--- src/rtl/sertx_pkg.sv ---
package sertx_pkg;
    localparam int TICKS_PER_BIT = 16;
    localparam int MAX_DATA_W    = 9;
    localparam int TCNT_W        = 6;

    typedef enum logic [2:0] {
        ST_IDLE   = 3'd0,
        ST_START  = 3'd1,
        ST_DATA   = 3'd2,
        ST_PARITY = 3'd3,
        ST_STOP   = 3'd4
    } tx_state_t;

    typedef struct packed {
        logic [3:0]        nbits;
        logic              par_en;
        logic              par_odd;
        logic [TCNT_W-1:0] stop_ticks;
    } fmt_t;

    function automatic fmt_t decode_fmt(input logic [15:0] cfg);
        fmt_t f;
        if (cfg[3:0] < 4'd2)      f.nbits = 4'd5;
        else if (cfg[3:0] > 4'd6) f.nbits = 4'd9;
        else                      f.nbits = cfg[3:0] + 4'd3;
        f.par_en  = cfg[9];
        f.par_odd = cfg[9] & cfg[8];
        unique case (cfg[13:12])
            2'd0:    f.stop_ticks = TCNT_W'(TICKS_PER_BIT / 2);
            2'd3:    f.stop_ticks = TCNT_W'(TICKS_PER_BIT * 2);
            default: f.stop_ticks = TCNT_W'(TICKS_PER_BIT);
        endcase
        return f;
    endfunction
endpackage

--- src/rtl/sertx_hold_buf.sv ---
module sertx_hold_buf #(
    parameter int W     = 9,
    parameter int DEPTH = 2,
    localparam int PTR_W = (DEPTH > 1) ? $clog2(DEPTH) : 1,
    localparam int LVL_W = $clog2(DEPTH + 1)
) (
    input  logic             clk,
    input  logic             rst_n,
    input  logic             push,
    input  logic [W-1:0]     wdata,
    input  logic             pop,
    output logic [W-1:0]     rdata,
    output logic [LVL_W-1:0] level,
    output logic             empty,
    output logic             full
);
    logic [W-1:0]     mem [DEPTH];
    logic [PTR_W-1:0] wp, rp;
    logic             do_push, do_pop;

    assign empty   = (level == '0);
    assign full    = (level == LVL_W'(DEPTH));
    assign do_push = push && !full;
    assign do_pop  = pop && !empty;
    assign rdata   = mem[rp];

    always_ff @(posedge clk) begin
        if (do_push) mem[wp] <= wdata;
    end

    always_ff @(posedge clk) begin
        if (!rst_n) begin
            wp    <= '0;
            rp    <= '0;
            level <= '0;
        end else begin
            if (do_push) wp <= (wp == PTR_W'(DEPTH - 1)) ? '0 : wp + 1'b1;
            if (do_pop)  rp <= (rp == PTR_W'(DEPTH - 1)) ? '0 : rp + 1'b1;
            if (do_push && !do_pop)      level <= level + 1'b1;
            else if (do_pop && !do_push) level <= level - 1'b1;
        end
    end

    a_r4_level_bound: assert property (@(posedge clk) disable iff (!rst_n)
        level <= LVL_W'(DEPTH));
    a_r4_full_holds: assert property (@(posedge clk) disable iff (!rst_n)
        (full && !pop) |=> full);
endmodule

--- src/rtl/sertx_shifter.sv ---
module sertx_shifter
    import sertx_pkg::*;
#(
    parameter int DATA_W = MAX_DATA_W
) (
    input  logic              clk,
    input  logic              rst_n,
    input  logic              start,
    input  logic [DATA_W-1:0] din,
    input  fmt_t              fmt_in,
    input  logic              tick,
    output logic              txd,
    output logic              busy,
    output logic              frame_done
);
    tx_state_t         st, st_nxt;
    fmt_t              fmt_q;
    logic [DATA_W-1:0] shreg;
    logic              par_q;
    logic [TCNT_W-1:0] tcnt;
    logic [3:0]        bidx;
    logic [TCNT_W-1:0] span;
    logic              last;
    logic [DATA_W-1:0] dmask;
    logic              par_calc;

    always_comb begin
        dmask = '0;
        for (int i = 0; i < DATA_W; i++)
            if (i < int'(fmt_in.nbits)) dmask[i] = 1'b1;
        par_calc = (^(din & dmask)) ^ fmt_in.par_odd;
    end

    assign span = (st == ST_STOP) ? fmt_q.stop_ticks : TCNT_W'(TICKS_PER_BIT);
    assign last = tick && (tcnt == span - 1'b1);

    always_comb begin
        st_nxt = st;
        unique case (st)
            ST_IDLE:   if (start) st_nxt = ST_START;
            ST_START:  if (last)  st_nxt = ST_DATA;
            ST_DATA:   if (last && bidx == fmt_q.nbits - 4'd1)
                           st_nxt = fmt_q.par_en ? ST_PARITY : ST_STOP;
            ST_PARITY: if (last)  st_nxt = ST_STOP;
            ST_STOP:   if (last)  st_nxt = ST_IDLE;
            default:              st_nxt = ST_IDLE;
        endcase
    end

    always_ff @(posedge clk) begin
        if (!rst_n) st <= ST_IDLE;
        else        st <= st_nxt;
    end

    always_ff @(posedge clk) begin
        if (!rst_n) begin
            tcnt  <= '0;
            bidx  <= '0;
            shreg <= '0;
            fmt_q <= '0;
            par_q <= 1'b0;
        end else begin
            if (st == ST_IDLE || last) tcnt <= '0;
            else if (tick)             tcnt <= tcnt + 1'b1;
            if (st == ST_IDLE && start) begin
                shreg <= din;
                fmt_q <= fmt_in;
                par_q <= par_calc;
                bidx  <= '0;
            end else if (st == ST_DATA && last) begin
                shreg <= shreg >> 1;
                bidx  <= bidx + 1'b1;
            end
        end
    end

    always_comb begin
        unique case (st)
            ST_START:  txd = 1'b0;
            ST_DATA:   txd = shreg[0];
            ST_PARITY: txd = par_q;
            default:   txd = 1'b1;
        endcase
        busy       = (st != ST_IDLE);
        frame_done = (st == ST_STOP) && last;
    end

    a_r3_stop_bound: assert property (@(posedge clk) disable iff (!rst_n)
        (st == ST_STOP) |-> (tcnt < fmt_q.stop_ticks));
    a_r1_bit_bound: assert property (@(posedge clk) disable iff (!rst_n)
        (st == ST_DATA) |-> (bidx < fmt_q.nbits));
endmodule

--- src/rtl/sertx_core.sv ---
module sertx_core
    import sertx_pkg::*;
#(
    parameter int DATA_W = MAX_DATA_W,
    parameter int DEPTH  = 2,
    localparam int LVL_W = $clog2(DEPTH + 1)
) (
    input  logic              clk,
    input  logic              rst_n,
    input  logic              wr_en,
    input  logic [DATA_W-1:0] wr_data,
    input  logic [15:0]       frame_cfg,
    input  logic              cmd_tx_en,
    input  logic              cmd_tx_dis,
    input  logic              lvl_sel,
    input  logic              baud_tick,
    output logic              txd,
    output logic              st_tx_on,
    output logic              st_buf_lvl,
    output logic              st_tx_done,
    input  logic              irq_set,
    input  logic              irq_clr,
    input  logic              irq_mask,
    output logic              irq_flag,
    output logic              irq_out
);
    logic              en_q, done_q, done_d;
    logic [DATA_W-1:0] head;
    logic [LVL_W-1:0]  level;
    logic              buf_empty, buf_full;
    logic              sh_busy, sh_done, launch, accepted;

    assign launch   = en_q && !sh_busy && !buf_empty;
    assign accepted = wr_en && !buf_full;

    sertx_hold_buf #(.W(DATA_W), .DEPTH(DEPTH)) u_buf (
        .clk   (clk),
        .rst_n (rst_n),
        .push  (wr_en),
        .wdata (wr_data),
        .pop   (launch),
        .rdata (head),
        .level (level),
        .empty (buf_empty),
        .full  (buf_full)
    );

    sertx_shifter #(.DATA_W(DATA_W)) u_shift (
        .clk        (clk),
        .rst_n      (rst_n),
        .start      (launch),
        .din        (head),
        .fmt_in     (decode_fmt(frame_cfg)),
        .tick       (baud_tick),
        .txd        (txd),
        .busy       (sh_busy),
        .frame_done (sh_done)
    );

    always_comb begin
        done_d = done_q;
        if (accepted)                   done_d = 1'b0;
        else if (sh_done && buf_empty)  done_d = 1'b1;
    end

    always_ff @(posedge clk) begin
        if (!rst_n) begin
            en_q     <= 1'b0;
            done_q   <= 1'b0;
            irq_flag <= 1'b0;
        end else begin
            if (cmd_tx_dis)     en_q <= 1'b0;
            else if (cmd_tx_en) en_q <= 1'b1;
            done_q <= done_d;
            if ((done_d && !done_q) || irq_set) irq_flag <= 1'b1;
            else if (irq_clr)                   irq_flag <= 1'b0;
        end
    end

    assign st_tx_on   = en_q;
    assign st_tx_done = done_q;
    assign st_buf_lvl = lvl_sel ? (level < LVL_W'(DEPTH)) : buf_empty;
    assign irq_out    = irq_flag & irq_mask;

    a_r6_start_needs_en: assert property (@(posedge clk) disable iff (!rst_n)
        $rose(sh_busy) |-> $past(en_q));
    a_r7_done_empty: assert property (@(posedge clk) disable iff (!rst_n)
        st_tx_done |-> (buf_empty && !sh_busy));
    a_r8_irq_sticky: assert property (@(posedge clk) disable iff (!rst_n)
        (irq_flag && !irq_clr) |=> irq_flag);
    a_r7_done_rise_sets_irq: assert property (@(posedge clk) disable iff (!rst_n)
        $rose(st_tx_done) |-> irq_flag);
endmodule

--- config.mk ---
export PLATFORM = sky130hd
export DESIGN_NAME = sertx_core
export DESIGN_NICKNAME = d
export VERILOG_FILES = /design/src/rtl/sertx_pkg.sv /design/src/rtl/sertx_hold_buf.sv /design/src/rtl/sertx_shifter.sv /design/src/rtl/sertx_core.sv
export SDC_FILE = /design/constraint.sdc
export NUM_CORES = 1
export LEC_CHECK = 0
export CORE_MARGIN = 2
export CORE_UTILIZATION = 45
export CTS_CLUSTER_SIZE = 24
export DETAILED_ROUTE_END_ITERATION = 12
export DONT_BUFFER_PORTS = 1
export GPL_ROUTABILITY_DRIVEN = 0
export PLACE_DENSITY_LB_ADDON = 0.05
export SYNTH_ARGS = -nofsm -noshare
export SYNTH_HDL_FRONTEND = slang
export SYNTH_HIERARCHICAL = 1
export SYNTH_SLANG_ARGS = --single-unit
--- constraint.sdc ---
create_clock -name clk -period 2.6 [get_ports clk]
set_clock_uncertainty 0.15 [all_clocks]
set_input_delay 0.52 -clock clk [delete_from_list [all_inputs] [get_ports clk]]
set_output_delay 0.52 -clock clk [all_outputs]
set_load 0.03 [all_outputs]
# After elaboration in Yosys (flattened, before gate mapping)
# Memories as Yosys holds them, arrays and structs flattened. A register that Yosys moved wholly into a read port is not among the register bits.
# Cells that the tools add are included.
classes:
  n_addsub: 9
  n_lt_le_gt_ge: 12
  eq_ne: 13
  muxes: 36
  bitwise_logic: 5
  n_reduce_logical: 33
ops:
  columns: ["op", "count"]
  rows:
  - ["$mux W1", 20]
  - ["$mux W3", 6]
  - ["$mux W9", 2]
  - ["$lt A3 B4 Y1 const A", 4]
  - ["$pmux W3 S5", 1]
  - ["$logic_and A1 B1 Y1", 13]
  - ["$pmux W6 S2", 1]
  - ["$and A9 B9 Y9", 1]
  - ["$reduce_xor A9 Y1", 1]
  - ["$lt A1 B4 Y1 const A", 2]
  - ["$lt A2 B4 Y1 const A", 2]
  - ["$mux W4", 2]
  - ["$ne A2 B1 Y1 const B", 4]
  - ["$add A6 B1 Y6 const B", 1]
  - ["$eq A3 B2 Y1 const B", 2]
  - ["$eq A6 B6 Y1", 1]
  - ["$logic_not A1 Y1", 6]
  - ["$mux W6", 1]
  - ["$reduce_bool A2 Y1", 3]
  - ["$reduce_or A2 Y1", 3]
  - ["$sub A6 B1 Y6 const B", 1]
  - ["$reduce_and A5 Y1", 1]
  - ["$add A4 B1 Y4 const B", 1]
  - ["$add A4 B2 Y4 const B", 1]
  - ["other kinds (22)", 28]
totals:
  regBits: 41
  ramBits: 18
  input_bits: 35
  out_inout_bits: 6
  word_cells: 123
  memories: 1
mem_list:
  columns: ["memory", "words", "width", "rd", "rd_clocked_by_memory_dff", "write_ports", "line_no", "text"]
  rows:
  - ["u_buf.mem", 2, 9, 1, 1, 1, "sertx_hold_buf.sv:17", "logic [W-1:0] mem [DEPTH];"]

# Logic depth before layout (Yosys ltp)
depth:
  ltp_word: 12
  depth_mapped: 10
  ltp_nobuf: 10

# By module
# Netlist, hierarchy kept.
modules_own_cells:
  columns: ["mod", "n_inst", "cells_per_inst", "area_per_inst_um2", "seq_area_each_um2"]
  rows:
  - ["sertx_shifter", 1, 279, 2145.8, 680.7]
  - ["sertx_hold_buf", 1, 53, 880.8, 640.6]
  - ["sertx_core", 1, 36, 256.5, 60.1]

# Worst setup path after synthesis
# Ideal clock, no wire load.
synth_timing:
  path_kind: "input port to flip-flop"
  from: "in frame_cfg[0]"
  to: "reg u_shift.par_q"
  setup_ns: 0.086
  arrival_time_ns: 2.204
  t_required_ns: 2.364
  path_slack_ns: 0.161
  path_stages: 9
  path_buffers: 0
  path_cell_list: "inv_1 > ha_1 > a311oi_1 > nand4_1 > mux2i_1 > xnor2_1 > xnor2_1 > xnor2_1 > a211oi_1"
synth_via:
  elab_chain_cells: 8
  word_cells_on_any_way: 26
  classes_between: "add/sub: 1; order compare: 11; mux: 11; bitwise: 2; reduce/logical: 1"
synth_lines:
  columns: ["element", "line_no", "text"]
  rows:
  - ["from (decl)", "sertx_core.sv:12", "input logic [15:0] frame_cfg,"]
  - ["$add A4 B2 Y4 / $gt A4 B3 Y1 (equally long branches)", "sertx_pkg.sv:25, sertx_pkg.sv:24", null]
  - ["$mux W4", "sertx_pkg.sv:24", "else if (cfg[3:0] > 4'd6) f.nbits = 4'd9;"]
  - ["$mux W4 (*)", "sertx_pkg.sv:23", "if (cfg[3:0] < 4'd2) f.nbits = 4'd5;"]
  - ["$lt A1 B4 Y1, or another cell as far along", "sertx_shifter.sv:30", "if (i < int'(fmt_in.nbits)) dmask[i] = 1'b1;"]
  - ["$mux W1", "sertx_shifter.sv:30", null]
  - ["$and A9 B9 Y9 (*)", "sertx_shifter.sv:31", "par_calc = (^(din & dmask)) ^ fmt_in.par_odd;"]
  - ["$reduce_xor A9 Y1 (*)", "sertx_shifter.sv:31", null]
  - ["$xor A1 B1 Y1 (*)", "sertx_shifter.sv:31", null]
  - ["to (signal assigned)", "sertx_shifter.sv:68", "par_q <= par_calc;"]
  - ["to (decl)", "sertx_shifter.sv:19", "logic par_q;"]
# Every way passes the cells marked *; elsewhere a longest branch is shown, timed or not.
# A chain may end at the register's enable or synchronous reset.

# Final worst setup path
layout_timing:
  from: "reg u_shift.tcnt[2]"
  to: "reg u_shift.st[1]"
layout_via:
  elab_chain_cells: 5
  word_cells_on_any_way: 8
  classes_between: "eq/ne: 5; reduce/logical: 3"
layout_lines:
  columns: ["element", "line_no", "text"]
  rows:
  - ["from (decl)", "sertx_shifter.sv:20", "logic [TCNT_W-1:0] tcnt;"]
  - ["from (signal assigned)", "sertx_shifter.sv:64", "else if (tick) tcnt <= tcnt + 1'b1;"]
  - ["$eq A6 B6 Y1 (*)", "sertx_shifter.sv:35", "assign last = tick && (tcnt == span - 1'b1);"]
  - ["$logic_and A1 B1 Y1 (*)", "sertx_shifter.sv:35", null]
  - ["$logic_and A1 B1 Y1", "sertx_shifter.sv:42", "ST_DATA: if (last && bidx == fmt_q.nbits - 4'd1)"]
  - ["$ne A2 B1 Y1 (no line)", null, null]
  - ["$reduce_and A5 Y1 (no line) (*)", null, null]
  - ["to (signal assigned)", "sertx_shifter.sv:52", "else st <= st_nxt;"]
  - ["to (decl)", "sertx_shifter.sv:16", "tx_state_t st, st_nxt;"]
# Marked as above.

==> reports/qor.csv <==
metric,value,unit
max-slew violations,0,
Final Total Pwr,2.227,mW
Rel. slew slack,55.67,%
Area Growth Syn to Fin,14.82,%
design area,3770,um2
Ports,41,
hpwl dp,4981,um
hold depth,1,
syn_area_per_cell,8.922,um2
Initial Utilization,45.75,%
worst-path cell chain,inv_1 > xnor3_1 > a211oi_1 > nor3_1 > or3_4 > a31o_2,
Max-Cap Viols,0,
Post-Syn Area,3283,um2
share of the synthesized area in the top cell type,25.61,%
"top cells by area, synth","dfxtp_1, edfxtp_1, xnor2_1",
clock sinks,60,
total track usage,19.03,%
critical-path maximum fanout,5,
port buffer count,0,
fillers,664,
n_diodes,0,
met1 GRT Util,24.94,%
Lkg Pwr,1.283,nW
clock network latency to the later pin of the worst-skew pair,0.33,ns
Worst EP required,2.67,ns
number of synthesized flops with an enable pin,18,
"slowest stage delay, CP",0.52,ns
busiest grt layer,met2,
"Distinct cells, synth",59,
WP data arrival,2.60,ns
final setup violation count,0,
crit start category,flop,
fin crit share,97.49,%
Root Buffer,clkbuf_8,
run status,finished clean,
GRT met3 Usage,4.340,%
Residual DRC,0,
global-route wire length before repair,11490,um
final hold slack,0.1067,ns
grt total ovfl,0,
Routed WL,7168,um
Min-Delay Path Class,in -> reg,
Pre-antenna DRT Iters,6,
Tmin final,2.535,ns
FF-to-FF path depth,6,
CTS tree,done,
initial DRC count,133,
Final nets,429,
Die Width,89.42,um
Synth Instances,368,
layout cell share with drive strength beyond 1,16.84,%
Post-CTS Hold Fix Bufs,0,
sequential-to-total area share from yosys stat,42.07,%
DR vias/cell,5.413,
ys flop type,dfxtp_1,
WL per Instance,14.60,um
placed inst area,3530,um2
final setup TNS,0,ns
Synth Register Bits,60,
Synth top cells by count,"dfxtp_1, nand2_1, nor2_1, xnor2_1",
antenna violations before repair,0,
critical setup path kind,reg -> reg,
row cnt,31,
pin count of the biggest net entering global routing,31,
crit end category,flop,
Worst-Margin Slew,0.6649,ns
final hold viol count,0,
Max H-tree Level,3,
routed vias,2658,
Final Util,52.54,%
yosys warns,6,
met2 GRT Util,30.37,%
Max VDD drop,0.3915,mV
cell with the most instances after synthesis,dfxtp_1,
die height,89.42,um
pwr/cell area,590.7,nW/um2
die area,7995,um2
number of global-route vias before repair,2408,
CTS Buffer Depth,2,
Core Box Area,7176,um2
crit path max-delay cell type,a211oi_1,
"area leader, netlist",dfxtp_1,
clock-pin slew on the worst setup and hold paths,0.07,ns
CTS buffer count,9,
max frequency,394.5,MHz
Routed Antenna Nets,0,
Synth async-reset ratio,0,%
## cell families after synthesis
| family | Yosys count | share of synthesized area [%] |
|---|---|---|
| xor gates and xnor gates | 27 | 7.622 |
| DFF | 60 | 42.07 |
| muxes | 15 | 4.916 |
| buffers and inverters | 39 | 4.878 |
| and+or+nand+nor | 143 | 23.13 |
| AOI/OAI and AO/OA | 76 | 14.60 |
| adders and majority gates | 7 | 2.668 |
| other | 1 | 0.1142 |
## layout make-up
class	count	area, um2	share of cell area (%)
well taps	99	123.9	3.286
flip-flops and latches	60	1381	36.64
inverters	18	67.56	1.792
repair buffers	27	215.2	5.709
clock inverters	4	50.05	1.328
clock buffers	12	135.1	3.584
multi-input cells	271	1797	47.66
## path summary, 6_finish.rpt
path | from | end | slack [ns]
max reg2reg | u_shift/tcnt[2] | u_shift/st[1] | 0.07
max | u_shift/tcnt[2] | u_shift/st[1] | 0.07
min reg2reg | u_shift/fmt_q[7] | u_shift/fmt_q[7] | 0.32
min | cmd_tx_dis | st_tx_on | 0.11
## metrics by stage
stage | setup slack [ns] | cells
2_1_floorplan | 0.1606 | 370
3_3_place_gp | 0.1119 | 474
3_5_place_dp | 0.06139 | 474
4_1_cts | 0.04147 | 490
5_1_grt | -0.02548 | 491
6_report | 0.06527 | 491
## critical path, delay by kind of cell, from the launching register on
kind | cells | cell delay, ns
and+or+nand+nor | 2 | 0.60
DFF | 1 | 0.35
buffers and inverters | 1 | 0.14
xor gates and xnor gates | 1 | 0.42
AOI/OAI and AO/OA | 2 | 0.75
## power by group
group	leakage, nW	internal (mW)	total, mW	switching (mW)
logic	0.688	0.164	0.355	0.191
registers	0.508	1.03	1.06	0.0390
clock network	0.0866	0.442	0.808	0.366
## what timing repair did
action	CTS	global route
buffers inserted	0	1
setup endpoints to repair	0	16
resized for setup	0	9
## sequential cells by signal, summed over array words and instances (netlist names), 2 cells and up, named ones only
register	cells
u_shift/st	3
u_buf/mem	18
u_shift/shreg	9
u_shift/fmt_q	11
u_shift/bidx	4
u_shift/tcnt	6
u_buf/level	2
## per-layer routing
| layer | routed length [um] | share of wire [%] |
|---|---|---|
| met2 | 3394 | 47 |
| met5 | 0 | 0 |
| met4 | 112 | 1.6 |
| met3 | 250 | 3.5 |
| met1 | 3409 | 48 |
## cell usage in the layout (no fill, tap or decap), drive strengths merged, types with 2 or more instances in the layout
cell and n:
a211oi 5, a21boi 2, a21oi 21, a311o 2
a311oi 2, a31oi 5, and2 11, and3 2
buf 27, clkbuf 12, clkinvlp 2, conb 3
dfxtp 42, edfxtp 18, ha 7, inv 18
mux2 9, mux2i 6, nand2 39, nand2b 2
nand3 8, nand3b 2, nand4 12, nor2 28
nor2b 2, nor3 11, nor3b 6, nor4 7
o21a 2, o21ai 22, o22ai 2, o311ai 3
o31ai 4, or3 7, xnor2 23, xor2 3
No activity file was read; power rests on OpenSTA's default activity.
